--- src/rtl/tmr_pkg.sv ---
`timescale 1ns/1ps
// Shared constants and helpers for the single-slope PWM timer.
// Assumes a 4-bit write address and a 4-bit mode field.
package tmr_pkg;

    localparam int ADDR_W = 4;
    localparam int MODE_W = 4;

    localparam logic [ADDR_W-1:0] ADDR_CTRL     = 4'd0;
    localparam logic [ADDR_W-1:0] ADDR_PERIOD   = 4'd1;
    localparam logic [ADDR_W-1:0] ADDR_FLAGCLR  = 4'd2;
    localparam logic [ADDR_W-1:0] ADDR_CMP_BASE = 4'd4;

    localparam logic [MODE_W-1:0] MODE_TOP8   = 4'd5;
    localparam logic [MODE_W-1:0] MODE_TOP9   = 4'd6;
    localparam logic [MODE_W-1:0] MODE_TOP10  = 4'd7;
    localparam logic [MODE_W-1:0] MODE_PERIOD = 4'd14;
    localparam logic [MODE_W-1:0] MODE_CMPA   = 4'd15;

    typedef enum logic [1:0] {
        OUT_OFF    = 2'd0,
        OUT_RSVD   = 2'd1,
        OUT_NONINV = 2'd2,
        OUT_INV    = 2'd3
    } out_mode_e;

    // True for the three fixed-period modes.
    function automatic logic mode_fixed(input logic [MODE_W-1:0] m);
        return (m == MODE_TOP8) || (m == MODE_TOP9) || (m == MODE_TOP10);
    endfunction

    // True for every mode this block counts in.
    function automatic logic mode_runs(input logic [MODE_W-1:0] m);
        return mode_fixed(m) || (m == MODE_PERIOD) || (m == MODE_CMPA);
    endfunction

    // Fixed period end of a fixed mode; all ones otherwise.
    function automatic logic [15:0] fixed_top(input logic [MODE_W-1:0] m);
        case (m)
            MODE_TOP8:  return 16'h00FF;
            MODE_TOP9:  return 16'h01FF;
            MODE_TOP10: return 16'h03FF;
            default:    return 16'hFFFF;
        endcase
    endfunction

endpackage

--- src/rtl/tmr_regs.sv ---
`timescale 1ns/1ps
// Register file of the PWM timer: control, period register and the
// per-channel compare buffers. Compare writes are masked to the active
// fixed resolution. Produces a one-cycle flag clear mask.
// Assumes 4 + 2*NCH <= CNT_W so all output modes fit in one word.
module tmr_regs
    import tmr_pkg::*;
#(
    parameter int CNT_W = 16,
    parameter int NCH   = 3
) (
    input  logic                            clk,
    input  logic                            rst_n,
    input  logic                            wr_en,
    input  logic [ADDR_W-1:0]               wr_addr,
    input  logic [CNT_W-1:0]                wr_data,
    output logic [MODE_W-1:0]               mode,
    output logic [NCH-1:0][1:0]             omode,
    output logic [CNT_W-1:0]                period,
    output logic [NCH-1:0][CNT_W-1:0]       cmp_buf,
    output logic [NCH+1:0]                  flag_clr
);

    localparam int FLAG_N = NCH + 2;

    logic [CNT_W-1:0] wr_mask;

    // Mask applied to compare writes: fixed resolution or full width.
    always_comb begin
        if (mode_fixed(mode)) wr_mask = CNT_W'(fixed_top(mode));
        else                  wr_mask = '1;
    end

    // Control register: mode and per-channel output modes.
    always_ff @(posedge clk) begin
        if (!rst_n) begin
            mode  <= '0;
            omode <= '0;
        end else if (wr_en && wr_addr == ADDR_CTRL) begin
            mode <= wr_data[MODE_W-1:0];
            for (int i = 0; i < NCH; i++) begin
                omode[i] <= wr_data[MODE_W+2*i +: 2];
            end
        end
    end

    // Period register: unbuffered, takes effect on the next edge.
    always_ff @(posedge clk) begin
        if (!rst_n)                                 period <= '0;
        else if (wr_en && wr_addr == ADDR_PERIOD)  period <= wr_data;
    end

    // Compare buffers, one per channel.
    for (genvar g = 0; g < NCH; g++) begin : g_buf
        localparam logic [ADDR_W-1:0] MY_ADDR = ADDR_CMP_BASE + ADDR_W'(g);
        // Capture a masked compare write for this channel.
        always_ff @(posedge clk) begin
            if (!rst_n)                             cmp_buf[g] <= '0;
            else if (wr_en && wr_addr == MY_ADDR)   cmp_buf[g] <= wr_data & wr_mask;
        end
    end

    // Write-one-to-clear mask for the flags, valid in the write cycle.
    always_comb begin
        if (wr_en && wr_addr == ADDR_FLAGCLR) flag_clr = wr_data[FLAG_N-1:0];
        else                                  flag_clr = '0;
    end

endmodule

--- src/rtl/tmr_counter.sv ---
`timescale 1ns/1ps
// Up counter with mode-selected period end. Holds in unsupported modes
// and on cycles without a tick. Wraps naturally from all ones to zero.
// Assumes the channel-0 active compare value is supplied for mode 15.
module tmr_counter
    import tmr_pkg::*;
#(
    parameter int CNT_W = 16
) (
    input  logic                 clk,
    input  logic                 rst_n,
    input  logic                 tick,
    input  logic [MODE_W-1:0]    mode,
    input  logic [CNT_W-1:0]     period,
    input  logic [CNT_W-1:0]     cmpa_act,
    output logic [CNT_W-1:0]     cnt,
    output logic [CNT_W-1:0]     top_val,
    output logic                 adv,
    output logic                 at_top
);

    // Select the period end for the current mode.
    always_comb begin
        case (mode)
            MODE_PERIOD: top_val = period;
            MODE_CMPA:   top_val = cmpa_act;
            default:     top_val = CNT_W'(fixed_top(mode));
        endcase
    end

    assign adv    = tick && mode_runs(mode);
    assign at_top = (cnt == top_val);

    // Count up on each advance, return to zero after the period end.
    always_ff @(posedge clk) begin
        if (!rst_n)      cnt <= '0;
        else if (adv)    cnt <= at_top ? '0 : cnt + CNT_W'(1);
    end

endmodule

--- src/rtl/tmr_channel.sv ---
`timescale 1ns/1ps
// One compare channel: active compare register loaded from its buffer
// at the period end, match detection and the waveform state.
// Assumes adv and at_top come from the shared counter.
module tmr_channel
    import tmr_pkg::*;
#(
    parameter int CNT_W = 16
) (
    input  logic                 clk,
    input  logic                 rst_n,
    input  logic                 adv,
    input  logic                 at_top,
    input  logic [CNT_W-1:0]     cnt,
    input  logic [CNT_W-1:0]     cmp_buf,
    input  logic [1:0]           omode,
    output logic [CNT_W-1:0]     cmp_act,
    output logic                 hit,
    output logic                 pin
);

    logic wave;

    assign hit = adv && (cnt == cmp_act);

    // Copy the buffer into the active compare value at the period end.
    always_ff @(posedge clk) begin
        if (!rst_n)               cmp_act <= '0;
        else if (adv && at_top)   cmp_act <= cmp_buf;
    end

    // Waveform: set at the period end, cleared on a match; period end wins.
    always_ff @(posedge clk) begin
        if (!rst_n)               wave <= 1'b0;
        else if (adv && at_top)   wave <= 1'b1;
        else if (hit)             wave <= 1'b0;
    end

    // Drive the pin according to the output mode.
    always_comb begin
        case (out_mode_e'(omode))
            OUT_NONINV: pin = wave;
            OUT_INV:    pin = ~wave;
            default:    pin = 1'b0;
        endcase
    end

endmodule

--- src/rtl/fast_pwm_timer.sv ---
`timescale 1ns/1ps
// Single-slope PWM timer top: register file, counter, NCH compare
// channels and the sticky flags. Flags are set by counting events and
// cleared by write-one-to-clear; a set in the same cycle wins.
// Assumes tick is a single-cycle enable from an external prescaler.
module fast_pwm_timer
    import tmr_pkg::*;
#(
    parameter int CNT_W = 16,
    parameter int NCH   = 3
) (
    input  logic               clk,
    input  logic               rst_n,
    input  logic               tick,
    input  logic               wr_en,
    input  logic [ADDR_W-1:0]  wr_addr,
    input  logic [CNT_W-1:0]   wr_data,
    output logic [CNT_W-1:0]   cnt_o,
    output logic [NCH-1:0]     pwm_o,
    output logic               ovf_flag,
    output logic               cap_flag,
    output logic [NCH-1:0]     cmp_flag
);

    localparam int FLAG_N = NCH + 2;

    logic [MODE_W-1:0]          mode;
    logic [NCH-1:0][1:0]        omode;
    logic [CNT_W-1:0]           period;
    logic [NCH-1:0][CNT_W-1:0]  cmp_buf;
    logic [NCH-1:0][CNT_W-1:0]  cmp_act;
    logic [FLAG_N-1:0]          flag_clr;
    logic [CNT_W-1:0]           top_val;
    logic                       adv;
    logic                       at_top;
    logic [NCH-1:0]             hit;

    tmr_regs #(.CNT_W(CNT_W), .NCH(NCH)) u_regs (
        .clk      (clk),
        .rst_n    (rst_n),
        .wr_en    (wr_en),
        .wr_addr  (wr_addr),
        .wr_data  (wr_data),
        .mode     (mode),
        .omode    (omode),
        .period   (period),
        .cmp_buf  (cmp_buf),
        .flag_clr (flag_clr)
    );

    tmr_counter #(.CNT_W(CNT_W)) u_cnt (
        .clk      (clk),
        .rst_n    (rst_n),
        .tick     (tick),
        .mode     (mode),
        .period   (period),
        .cmpa_act (cmp_act[0]),
        .cnt      (cnt_o),
        .top_val  (top_val),
        .adv      (adv),
        .at_top   (at_top)
    );

    for (genvar g = 0; g < NCH; g++) begin : g_ch
        tmr_channel #(.CNT_W(CNT_W)) u_ch (
            .clk     (clk),
            .rst_n   (rst_n),
            .adv     (adv),
            .at_top  (at_top),
            .cnt     (cnt_o),
            .cmp_buf (cmp_buf[g]),
            .omode   (omode[g]),
            .cmp_act (cmp_act[g]),
            .hit     (hit[g]),
            .pin     (pwm_o[g])
        );
    end

    // Period-end flag: set on wrap, cleared by bit 0 of a clear write.
    always_ff @(posedge clk) begin
        if (!rst_n) ovf_flag <= 1'b0;
        else        ovf_flag <= (ovf_flag & ~flag_clr[0]) | (adv & at_top);
    end

    // Period-register flag: set on wrap in mode 14, cleared by bit 1.
    always_ff @(posedge clk) begin
        if (!rst_n) cap_flag <= 1'b0;
        else        cap_flag <= (cap_flag & ~flag_clr[1])
                                | (adv & at_top & (mode == MODE_PERIOD));
    end

    // Compare flags: set on channel match, cleared by bits 2 and up.
    always_ff @(posedge clk) begin
        if (!rst_n) cmp_flag <= '0;
        else        cmp_flag <= (cmp_flag & ~flag_clr[FLAG_N-1:2]) | hit;
    end

endmodule

--- config.mk ---
export PLATFORM = sky130hd
export DESIGN_NAME = fast_pwm_timer
export DESIGN_NICKNAME = d
export VERILOG_FILES = /design/src/rtl/tmr_pkg.sv /design/src/rtl/tmr_regs.sv /design/src/rtl/tmr_counter.sv /design/src/rtl/tmr_channel.sv /design/src/rtl/fast_pwm_timer.sv
export SDC_FILE = /design/constraint.sdc
export NUM_CORES = 1
export LEC_CHECK = 0
export ABC_CLOCK_PERIOD_IN_PS = 3200
export BUFFER_PORTS_ARGS = -buffer_cell sky130_fd_sc_hd__buf_2
export CAP_MARGIN = 5
export CORE_MARGIN = 3
export CORE_UTILIZATION = 60
export CTS_CLUSTER_DIAMETER = 200
export DETAILED_ROUTE_END_ITERATION = 8
export GPL_ROUTABILITY_DRIVEN = 0
export PLACE_DENSITY = 0.79
export SYNTH_ARGS = -nofsm -noshare
export SYNTH_HDL_FRONTEND = slang
export SYNTH_HIERARCHICAL = 1
export SYNTH_SLANG_ARGS = --single-unit
--- constraint.sdc ---
create_clock -name clk -period 3.2 [get_ports clk]
set_input_delay 0.16 -clock clk [delete_from_list [all_inputs] [get_ports clk]]
set_output_delay 0.16 -clock clk [all_outputs]
set_load 0.005 [all_outputs]
# Yosys cells after proc, flatten, opt, wreduce, memory -nomap -nowiden
# Cells that the tools add are included.
# totals
register_bits	146
input_bits	24
out_inout_bits	24
elab_cells	87
# op_classes
n_addsub	1
eq_ne	20
mux	14
bitwise_logic	15
n_reduce_logical	19
# op_table
op	count
equality test 16 bit	4
case mux 16 bit (3 select lines)	1
two-way mux 16 bit	2
case mux 16 bit (2 select lines)	1
equality test 4 x 3 -> 1 bit (second input constant)	6
adder 16 x 1 -> 16 bit (second input constant)	1
bitwise AND 16 bit	1
equality test 2 bit (second input constant)	6
logical AND 1 bit	11
equality test 4 bit (second input constant)	2
two-way mux 1 bit	6
case mux 1 bit (2 select lines)	3
nonzero test 2 bit	3
two-way mux 5 bit	1
inverter 1 bit	5
bitwise AND 1 bit	4
equality test 4 x 1 -> 1 bit (second input constant)	1
equality test 4 x 2 -> 1 bit (second input constant)	1
zero test 4 bit	1
logical OR 1 bit	4
bitwise AND 3 bit	1
inverter 3 bit	1
bitwise OR 3 bit	1
bitwise OR 1 bit	2

# Longest topological paths before layout
# Gate-level depths: netlist of the first run.
# depth
word_depth	9
ltp_mapped	14
depth_no_buf	10

# Cells and area by module
# Netlist of the first run, hierarchy kept.
# modules_own_cells
module	instances	cells_per_inst	area_each_um2	seq_area_each_um2
tmr_regs	1	286	2877.8	1481.4
tmr_channel	3	104	853.3	340.3
tmr_counter	1	177	1367.6	320.3
fast_pwm_timer	1	18	193.9	100.1

# Least setup slack after synthesis of the first run
# Ideal clock, no wire load.
# synth_path
path_type	register to register
from	register u_regs.mode[0]
to	register g_ch[0].u_ch.wave
setup_ns	0.070
arrival_ns	2.756
t_required_ns	3.130
path_slack_ns	0.374
path_stages_with_launch	15
path_buffers	4
period_less_slack_ns	2.826
cell_sequence	dfxtp_1 -> buf_2 -> buf_4 -> mux2i_1 -> nand2_1 -> xor2_1 -> nor3_1 -> nor4b_1 -> nand4_1 -> nor3_1 -> and2_1 -> buf_4 -> buf_4 -> o21ai_0 -> a21oi_1
# synth_between
word_cells_on_any_way	17
cone_classes	eq/ne (6); mux (3); reduce/logical (8)
# synth_rtl
element	line_no	text
start, declared	tmr_regs.sv:17	output logic [MODE_W-1:0] mode,
start signal, assigned	tmr_regs.sv:40	mode <= wr_data[MODE_W-1:0];
equality test 4 bit	tmr_counter.sv:24	case (mode)
case mux 16 bit (2 select lines) *	tmr_counter.sv:24	
named net top_val[2]	fast_pwm_timer.sv:33	logic [CNT_W-1:0] top_val;
equality test 16 bit *	tmr_counter.sv:32	assign at_top = (cnt == top_val);
named net at_top	fast_pwm_timer.sv:35	logic at_top;
logical AND 1 bit *	tmr_channel.sv:35	else if (adv && at_top) wave <= 1'b1;
two-way mux 1 bit / nonzero test 2 bit (equally long branches)	-	
end signal, assigned	tmr_channel.sv:34	if (!rst_n) wave <= 1'b0;
end signal, assigned	tmr_channel.sv:35	
end signal, assigned	tmr_channel.sv:36	else if (hit) wave <= 1'b0;
end, declared	tmr_channel.sv:22	logic wave;
# Mark *: on every way through the listed nets, which the timed path passes. The rest lies on a longest branch.
# A chain may end at the register's enable or synchronous reset.

# Final worst setup path of the first run
# layout_path
from	register u_regs.mode[3]
to	register g_ch[1].u_ch.cmp_act[14]
# layout_between
word_cells_on_any_way	14
cone_classes	eq/ne (6); mux (2); reduce/logical (6)
# layout_rtl
element	line_no	text
equality test 4 bit	tmr_counter.sv:24	
case mux 16 bit (2 select lines) *	tmr_counter.sv:24	
named net top_val[2]	fast_pwm_timer.sv:33	
equality test 16 bit *	tmr_counter.sv:32	
named net at_top	fast_pwm_timer.sv:35	
logical AND 1 bit *	tmr_channel.sv:29	else if (adv && at_top) cmp_act <= cmp_buf;
end signal, assigned	tmr_channel.sv:29	
end, declared	tmr_channel.sv:17	output logic [CNT_W-1:0] cmp_act,
# Marks and branches as above.

==> reports/qor.csv, run 1 <==
metric;value;unit
Avg Inst Size Synth;8.87;sq um
die area;0.0130;sq mm
worst reg-to-reg path cell count;11;
GR Overflow Total;0;
number of max-cap violations;0;
Final Total Pwr;3.94;mW
Clock transition at path regs;0.06;ns
# IOs;48;
CP endpoint;g_ch[1].u_ch/cmp_act[14]$_SDFFE_PN0P_;
Worst Skew;0.00723;ns
fraction of layout cells with a size suffix above 1;0.132;
min-delay worst type;input port to flip-flop;
Final Worst Setup Slack;0.221;ns
HPWL after DPL;13300;microns
CTS max path bufs;2;
critical path depth;11;
DRT Pass-1 Iters;5;
Int Power;3.09;mW
Root Buffer;clkbuf_16;
clk_lat worst skew;0.43;ns
minimum clock period;2.98;ns
Tightest Pin Transition;1.21;ns
Final nets;860;
# diodes;0;
initial core utilization;0.629;
CP Data Required Time;3.50;ns
RSZ-0062 raised after global routing;no;
clock group share of total power;0.499;
largest net degree at the start of global routing;73;
Vias;6005;
Final Max Tran Viols;0;
largest fanout on the critical path;16;
# DRC;0;
num rows;38;
CP Class;flip-flop to flip-flop;
TritonCTS clock tree;built;
combinational share of power;0.034;
Die Span Y;114;microns
maximum vdd drop;0.000364;V
PwrDens;496;mW/mm^2
vias in the first global route;5925;
post-route ant nets;0;
area delta synth->final;13.8;%
cell count after synthesis;786;
Worst Path Arrival;3.28;ns
Setup Viol. Count Final;0;
Static Leakage;3.17;nW
r2r setup slk;0.22;ns
first-pass GRT wire length;31200;microns
Critical Path Source Type;flip-flop;
Post-Syn Nets;811;
core area;0.0111;sq mm
Psw;0.848;mW
Flop pwr share;0.467;
Worst R2R End;g_ch[1].u_ch/cmp_act[14]$_SDFFE_PN0P_;
Initial DRC Count;506;
Top delay family on crit path;simple AND/OR/NAND/NOR gates;
Critical-path top delay cell;dfxtp_1;
Place WS;0.150;ns
Vias/cell;6.08;
CTS Buf Count;17;
Max Freq;336;MHz
H-tree level count;4;
crit end category;flip-flop;
Sw Share;0.215;
number of port buffers;47;
Worst Path Buf+Inv;1;
Overall Global Routing Usage;0.312;
status;completed;
DP Cell Count;955;
worst reg2reg startpoint;u_regs/mode[3]$_SDFFE_PN0P_;
Hold Violations, Final;0;
initial antenna violation count;0;
Slew headroom;0.191;
CP most frequent cell;nand2_1;
fin cells;988;
Ys Warns;6;
Final period util;0.931;
die width;114;microns
setup total negative slack;0;ns
cell breakdown of the critical path;and3_2 > nand2_1 > xor2_1 > nor3_1 > nor4b_1 > nand4_1 > nor3_1 > buf_4 > nand2_1 > nand2_1 > a21boi_0;
fill count;841;
Post-CTS Setup Inserts;0;
Netlist Area Pre-Place;0.00697;sq mm
origin of the worst setup path;u_regs/mode[3]$_SDFFE_PN0P_;
Sink Count;146;
Max stage delay on crit path;0.56;ns
wire length per cell;19.6;microns
DRT Wirelength;19400;microns
## cells in the final DEF, fill, tap and decap left out, types with 3 or more instances in the layout
cell / count
nand2_1: 205
dfxtp_1: 144
mux2i_1: 80
xnor2_1: 56
a21boi_0: 50
buf_2: 46
nand4_1: 24
nor2_1: 23
clkbuf_16: 17
xor2_1: 16
buf_4: 16
nand3_1: 13
and2_1: 12
and3_1: 12
nor3_1: 11
nand2b_1: 9
nor4_1: 9
a21oi_1: 9
nor2b_1: 7
clkbuf_8: 7
o21ai_0: 7
inv_1: 6
a221o_1: 6
o21bai_1: 6
o21a_1: 4
clkinvlp_4: 3
and4b_1: 3
## worst register-to-register path, delay by kind of cell, from the launching register on
kind	cells	cell delay, ns
flip-flops	1	0.56
buffers and inverters	1	0.18
AND/OR/NAND/NOR	8	1.81
XOR/XNOR	1	0.18
AO/OA/AOI/OAI	1	0.12
## registers in the layout, summed over array words and instances (netlist names)
name,count
cap_flag,1
cmp_flag,3
u_regs/omode,6
u_regs/cmp_buf,48
u_regs/period,16
u_regs/mode,4
ovf_flag,1
u_cnt/cnt,16
g_ch.u_ch/wave,3
g_ch.u_ch/cmp_act,48
## metrics by stage
stage               hold slack [ns]  utilization  instance area, sq um
floorplan                     0.278            -                  6970
global placement              0.442        0.661                  7320
detailed placement            0.442        0.661                  7320
CTS                         0.00537        0.716                  7930
global route                 0.0389        0.716                  7940
finish                       0.0260        0.716                  7940
## routing by layer
metal / share of wire / vias up / GRT usage / wire (microns)
met3: 0.089 / 56 / 0.0706 / 1720
met5: 0 / - / 0 / 0
li1: - / 2784 / - / -
met4: 0.038 / 0 / 0.147 / 736
met2: 0.44 / 319 / 0.480 / 8570
met1: 0.43 / 2846 / 0.418 / 8350
## timing repair
| action | in CTS | in global routing |
|---|---|---|
| hold buffers | 1 | 0 |
| setup endpoints to repair | 0 | 51 |
| gates resized for setup | 0 | 3 |
| endpoints found under the hold margin | 1 | 0 |
## power by group through the flow
stage,logic [mW],registers (mW),clock network [mW]
6_report,0.134,1.84,1.96
5_1_grt,0.142,1.84,2.06
4_1_cts,0.131,1.84,1.98
3_5_place_dp,0.129,1.88,0
3_3_place_gp,0.126,1.88,0
2_1_floorplan,0.0783,1.87,0
## worst min path at each step
stage | cells after the start | endpoint | startpoint | slack, ns
2_1_floorplan | 1 | cmp_flag[0]$_SDFF_PN0_ | rst_n | 0.28
3_3_place_gp | 3 | u_regs/period[15]$_SDFFE_PN0P_ | wr_data[15] | 0.44
3_5_place_dp | 3 | u_regs/period[15]$_SDFFE_PN0P_ | wr_data[15] | 0.44
4_1_cts | 3 | u_regs/period[10]$_SDFFE_PN0P_ | wr_data[10] | 0.005
5_1_grt | 3 | u_regs/period[13]$_SDFFE_PN0P_ | wr_data[13] | 0.04
6_report | 3 | u_regs/period[12]$_SDFFE_PN0P_ | wr_data[12] | 0.03
## final cells by class
class | instances | area, sq um | share of cell area
timing repair buffer | 65 | 400 | 0.0505
multi-input combinational | 599 | 3810 | 0.481
clock inverter | 7 | 71.3 | 0.00899
tap | 140 | 175 | 0.0221
inverter | 6 | 22.5 | 0.00284
clock buffer | 25 | 526 | 0.0662
sequential | 146 | 2930 | 0.369
(Power assumes the default switching activity.)
==> run 2: changes to the inputs <==
REMOVE_ABC_BUFFERS = 1   (was not set)
==> run 2 against run 1 <==
  * Final area up 0.65%
  * Clock-buffer cell count down 3
  * Critical path depth is the same
  * Sequential power barely moved
  * Register-to-register slack improved by 0.09 ns
  * First-iteration DRC count up 12%
  * Sequential share of layout area decreased by 0.25 points
  * Utilization is 0.46 points higher
  * Clock skew up 0.0022 ns
  * Clock power down 5%
  * Highest routed layer unchanged
==> reports/qor.csv, run 2 (same netlist as run 1, synthesis figures left out) <==
metric;value;unit;change
core area;0.0111;sq mm;unchanged
CTS Buf Count;17;;unchanged
clock group share of total power;0.486;;was 0.499
Sink Count;146;;unchanged
CP Class;flip-flop to flip-flop;;unchanged
Clock transition at path regs;0.06;ns;about the same
DRT Pass-1 Iters;7;;was 5
RSZ-0062 raised after global routing;no;;unchanged
DRT Wirelength;18800;microns;was 19,400 microns
largest fanout on the critical path;18;;was 16
status;completed;;unchanged
HPWL after DPL;13400;microns;was 13,300 microns
Root Buffer;clkbuf_16;;unchanged
maximum vdd drop;0.000431;V;was 0.000364 V
area delta synth->final;14.5;%;was 13.8%
commonest non-fill, non-tap cell in the layout;nand2_1;;unchanged
Worst Path Buf+Inv;2;;was 1
die width;114;microns;unchanged
vias in the first global route;5857;;was 5,925
initial antenna violation count;0;;unchanged
Vias;5991;;was 6,005
CTS max path bufs;2;;unchanged
Final period util;0.903;;was 0.931
Worst Skew;0.00939;ns;was 0.00723 ns
Psw;0.842;mW;was 0.848 mW
combinational share of power;0.036;;was 0.034
num rows;38;;unchanged
number of port buffers;47;;unchanged
# IOs;48;;unchanged
post-route ant nets;0;;unchanged
GR Overflow Total;0;;unchanged
min-delay worst type;input port to flip-flop;;unchanged
Max Freq;346;MHz;was 336 MHz
Max stage delay on crit path;0.52;ns;was 0.56 ns
Slew headroom;0.239;;was 0.191
clk_lat worst skew;0.43;ns;about the same
Vias/cell;5.99;;was 6.08
Die Span Y;114;microns;unchanged
Overall Global Routing Usage;0.300;;was 0.312
crit end category;flip-flop;;unchanged
Initial DRC Count;567;;was 506
# diodes;0;;unchanged
cell breakdown of the critical path;nor2b_1 > a221o_1 > xor2_1 > nor4_1 > nand2_1 > nor3_1 > buf_4 > and2_1 > buf_4 > nand2_1 > a21boi_0;;was and3_2 > nand2_1 > xor2_1 > nor3_1 > nor4b_1 > nand4_1 > nor3_1 > buf_4 > nand2_1 > nand2_1 > a21boi_0
Tightest Pin Transition;1.14;ns;was 1.21 ns
most frequent cells in the layout;nand2_1, dfxtp_1, mux2i_1;;unchanged
Setup Viol. Count Final;0;;unchanged
Worst Path Arrival;3.23;ns;was 3.28 ns
Hold Violations, Final;0;;unchanged
final core utilization;0.721;;was 0.716
largest net degree at the start of global routing;56;;was 73
first-pass GRT wire length;30000;microns;was 31,200 microns
# DRC;0;;unchanged
Static Leakage;3.21;nW;was 3.17 nW
Final nets;873;;was 860
Post-CTS Setup Inserts;0;;unchanged
wire length per cell;18.8;microns;was 19.6 microns
Flop pwr share;0.478;;was 0.467
fraction of layout cells with a size suffix above 1;0.143;;was 0.132
TritonCTS clock tree;built;;unchanged
Critical-path top delay cell;dfxtp_1;;unchanged
top flop regs;g_ch.u_ch/cmp_act: 48 flops, u_regs/cmp_buf: 48 flops;;unchanged
CP Data Required Time;3.54;ns;was 3.50 ns
Sw Share;0.219;;was 0.215
number of max-cap violations;0;;unchanged
PwrDens;481;mW/mm^2;was 496 mW/mm^2
Final Max Tran Viols;0;;unchanged
Top delay family on crit path;simple AND/OR/NAND/NOR gates;;unchanged
die area;0.0130;sq mm;unchanged
Critical Path Source Type;flip-flop;;unchanged
Int Power;3.00;mW;was 3.09 mW
initial core utilization;0.629;;unchanged
H-tree level count;4;;unchanged
minimum clock period;2.89;ns;was 2.98 ns
setup total negative slack;0;ns;unchanged
-- run 2: cell types whose count changed in the layout (fill, tap and decap cells not counted), moves of 2 or more --
cell | previous run | this run
buf_12 | 2 | 0
buf_4 | 16 | 27
clkbuf_8 | 7 | 3
clkinv_2 | 2 | 4
dlygate4sd3_1 | 1 | 4
nand2_1 | 205 | 202
nand2_2 | 2 | 5
-- run 2: worst paths after layout --
kind                              startpoint  depth (start not counted)  slack (ns)                               endpoint
max              u_regs/mode[3]$_SDFFE_PN0P_                         11        0.31  g_ch[0].u_ch/cmp_act[12]$_SDFFE_PN0P_
min                              wr_data[10]                          3        0.02         u_regs/period[10]$_SDFFE_PN0P_
max reg2reg      u_regs/mode[3]$_SDFFE_PN0P_                         11        0.31  g_ch[0].u_ch/cmp_act[12]$_SDFFE_PN0P_
min reg2reg  u_regs/cmp_buf[46]$_SDFFE_PN0P_                          2        0.46        u_regs/cmp_buf[46]$_SDFFE_PN0P_
-- run 2: worst register-to-register path, cell delays in order, from the launching register on --
cell and delay [ns]:
dfxtp_1 0.52, nor2b_1 0.43, a221o_1 0.27, xor2_1 0.11, nor4_1 0.27, nand2_1 0.09, nor3_1 0.25, buf_4 0.21
and2_1 0.13, buf_4 0.23, nand2_1 0.08, a21boi_0 0.20
-- run 2: layout make-up --
class / instances / area (sq um)
clock buffers: 22 / 474
flip-flops and latches: 146 / 2920
multi-input cells: 599 / 3820
clock inverters: 9 / 82.6
well taps: 140 / 175
fillers: 818 / 3090
repair buffers: 78 / 484
inverters: 6 / 22.5
-- run 2: timing repair --
item | 4_1_cts | 5_1_grt
hold endpoints to repair | 4 | 0
gates resized for setup | 0 | 7
setup endpoints to repair | 0 | 50
hold buffers | 4 | 0
-- run 2: power by group through the flow --
stage	combinational (mW)	clock [mW]	sequential, mW
global placement	0.126	0	1.88
finish	0.137	1.87	1.84
detailed placement	0.130	0	1.88
CTS	0.134	1.89	1.84
global route	0.146	1.96	1.84
floorplan	0.0563	0	1.88
-- run 2: per-stage QoR --
step                      hold slack (ns)  cells  worst slack (ns)  cell area (sq um)  total power [mW]
after detailed placement            0.441    965             0.127               7370              2.01
after global routing               0.0230   1000            0.0446               7990              3.94
after CTS                         0.00383   1000             0.123               7970              3.86
after floorplan                     0.278    751            0.0869               6760              1.93
after global placement              0.427    965             0.289               7370              2.00
final                              0.0159   1000             0.311               7990              3.84
-- run 2: routing by layer --
metal / track usage / share of wire / vias to the layer above / routed length (microns)
met3: 0.0865 / 0.083 / 65 / 1560
met4: 0.154 / 0.047 / 0 / 887
li1: - / - / 2816 / -
met1: 0.387 / 0.42 / 2809 / 7890
met5: 0 / 0 / - / 0
met2: 0.457 / 0.45 / 301 / 8430
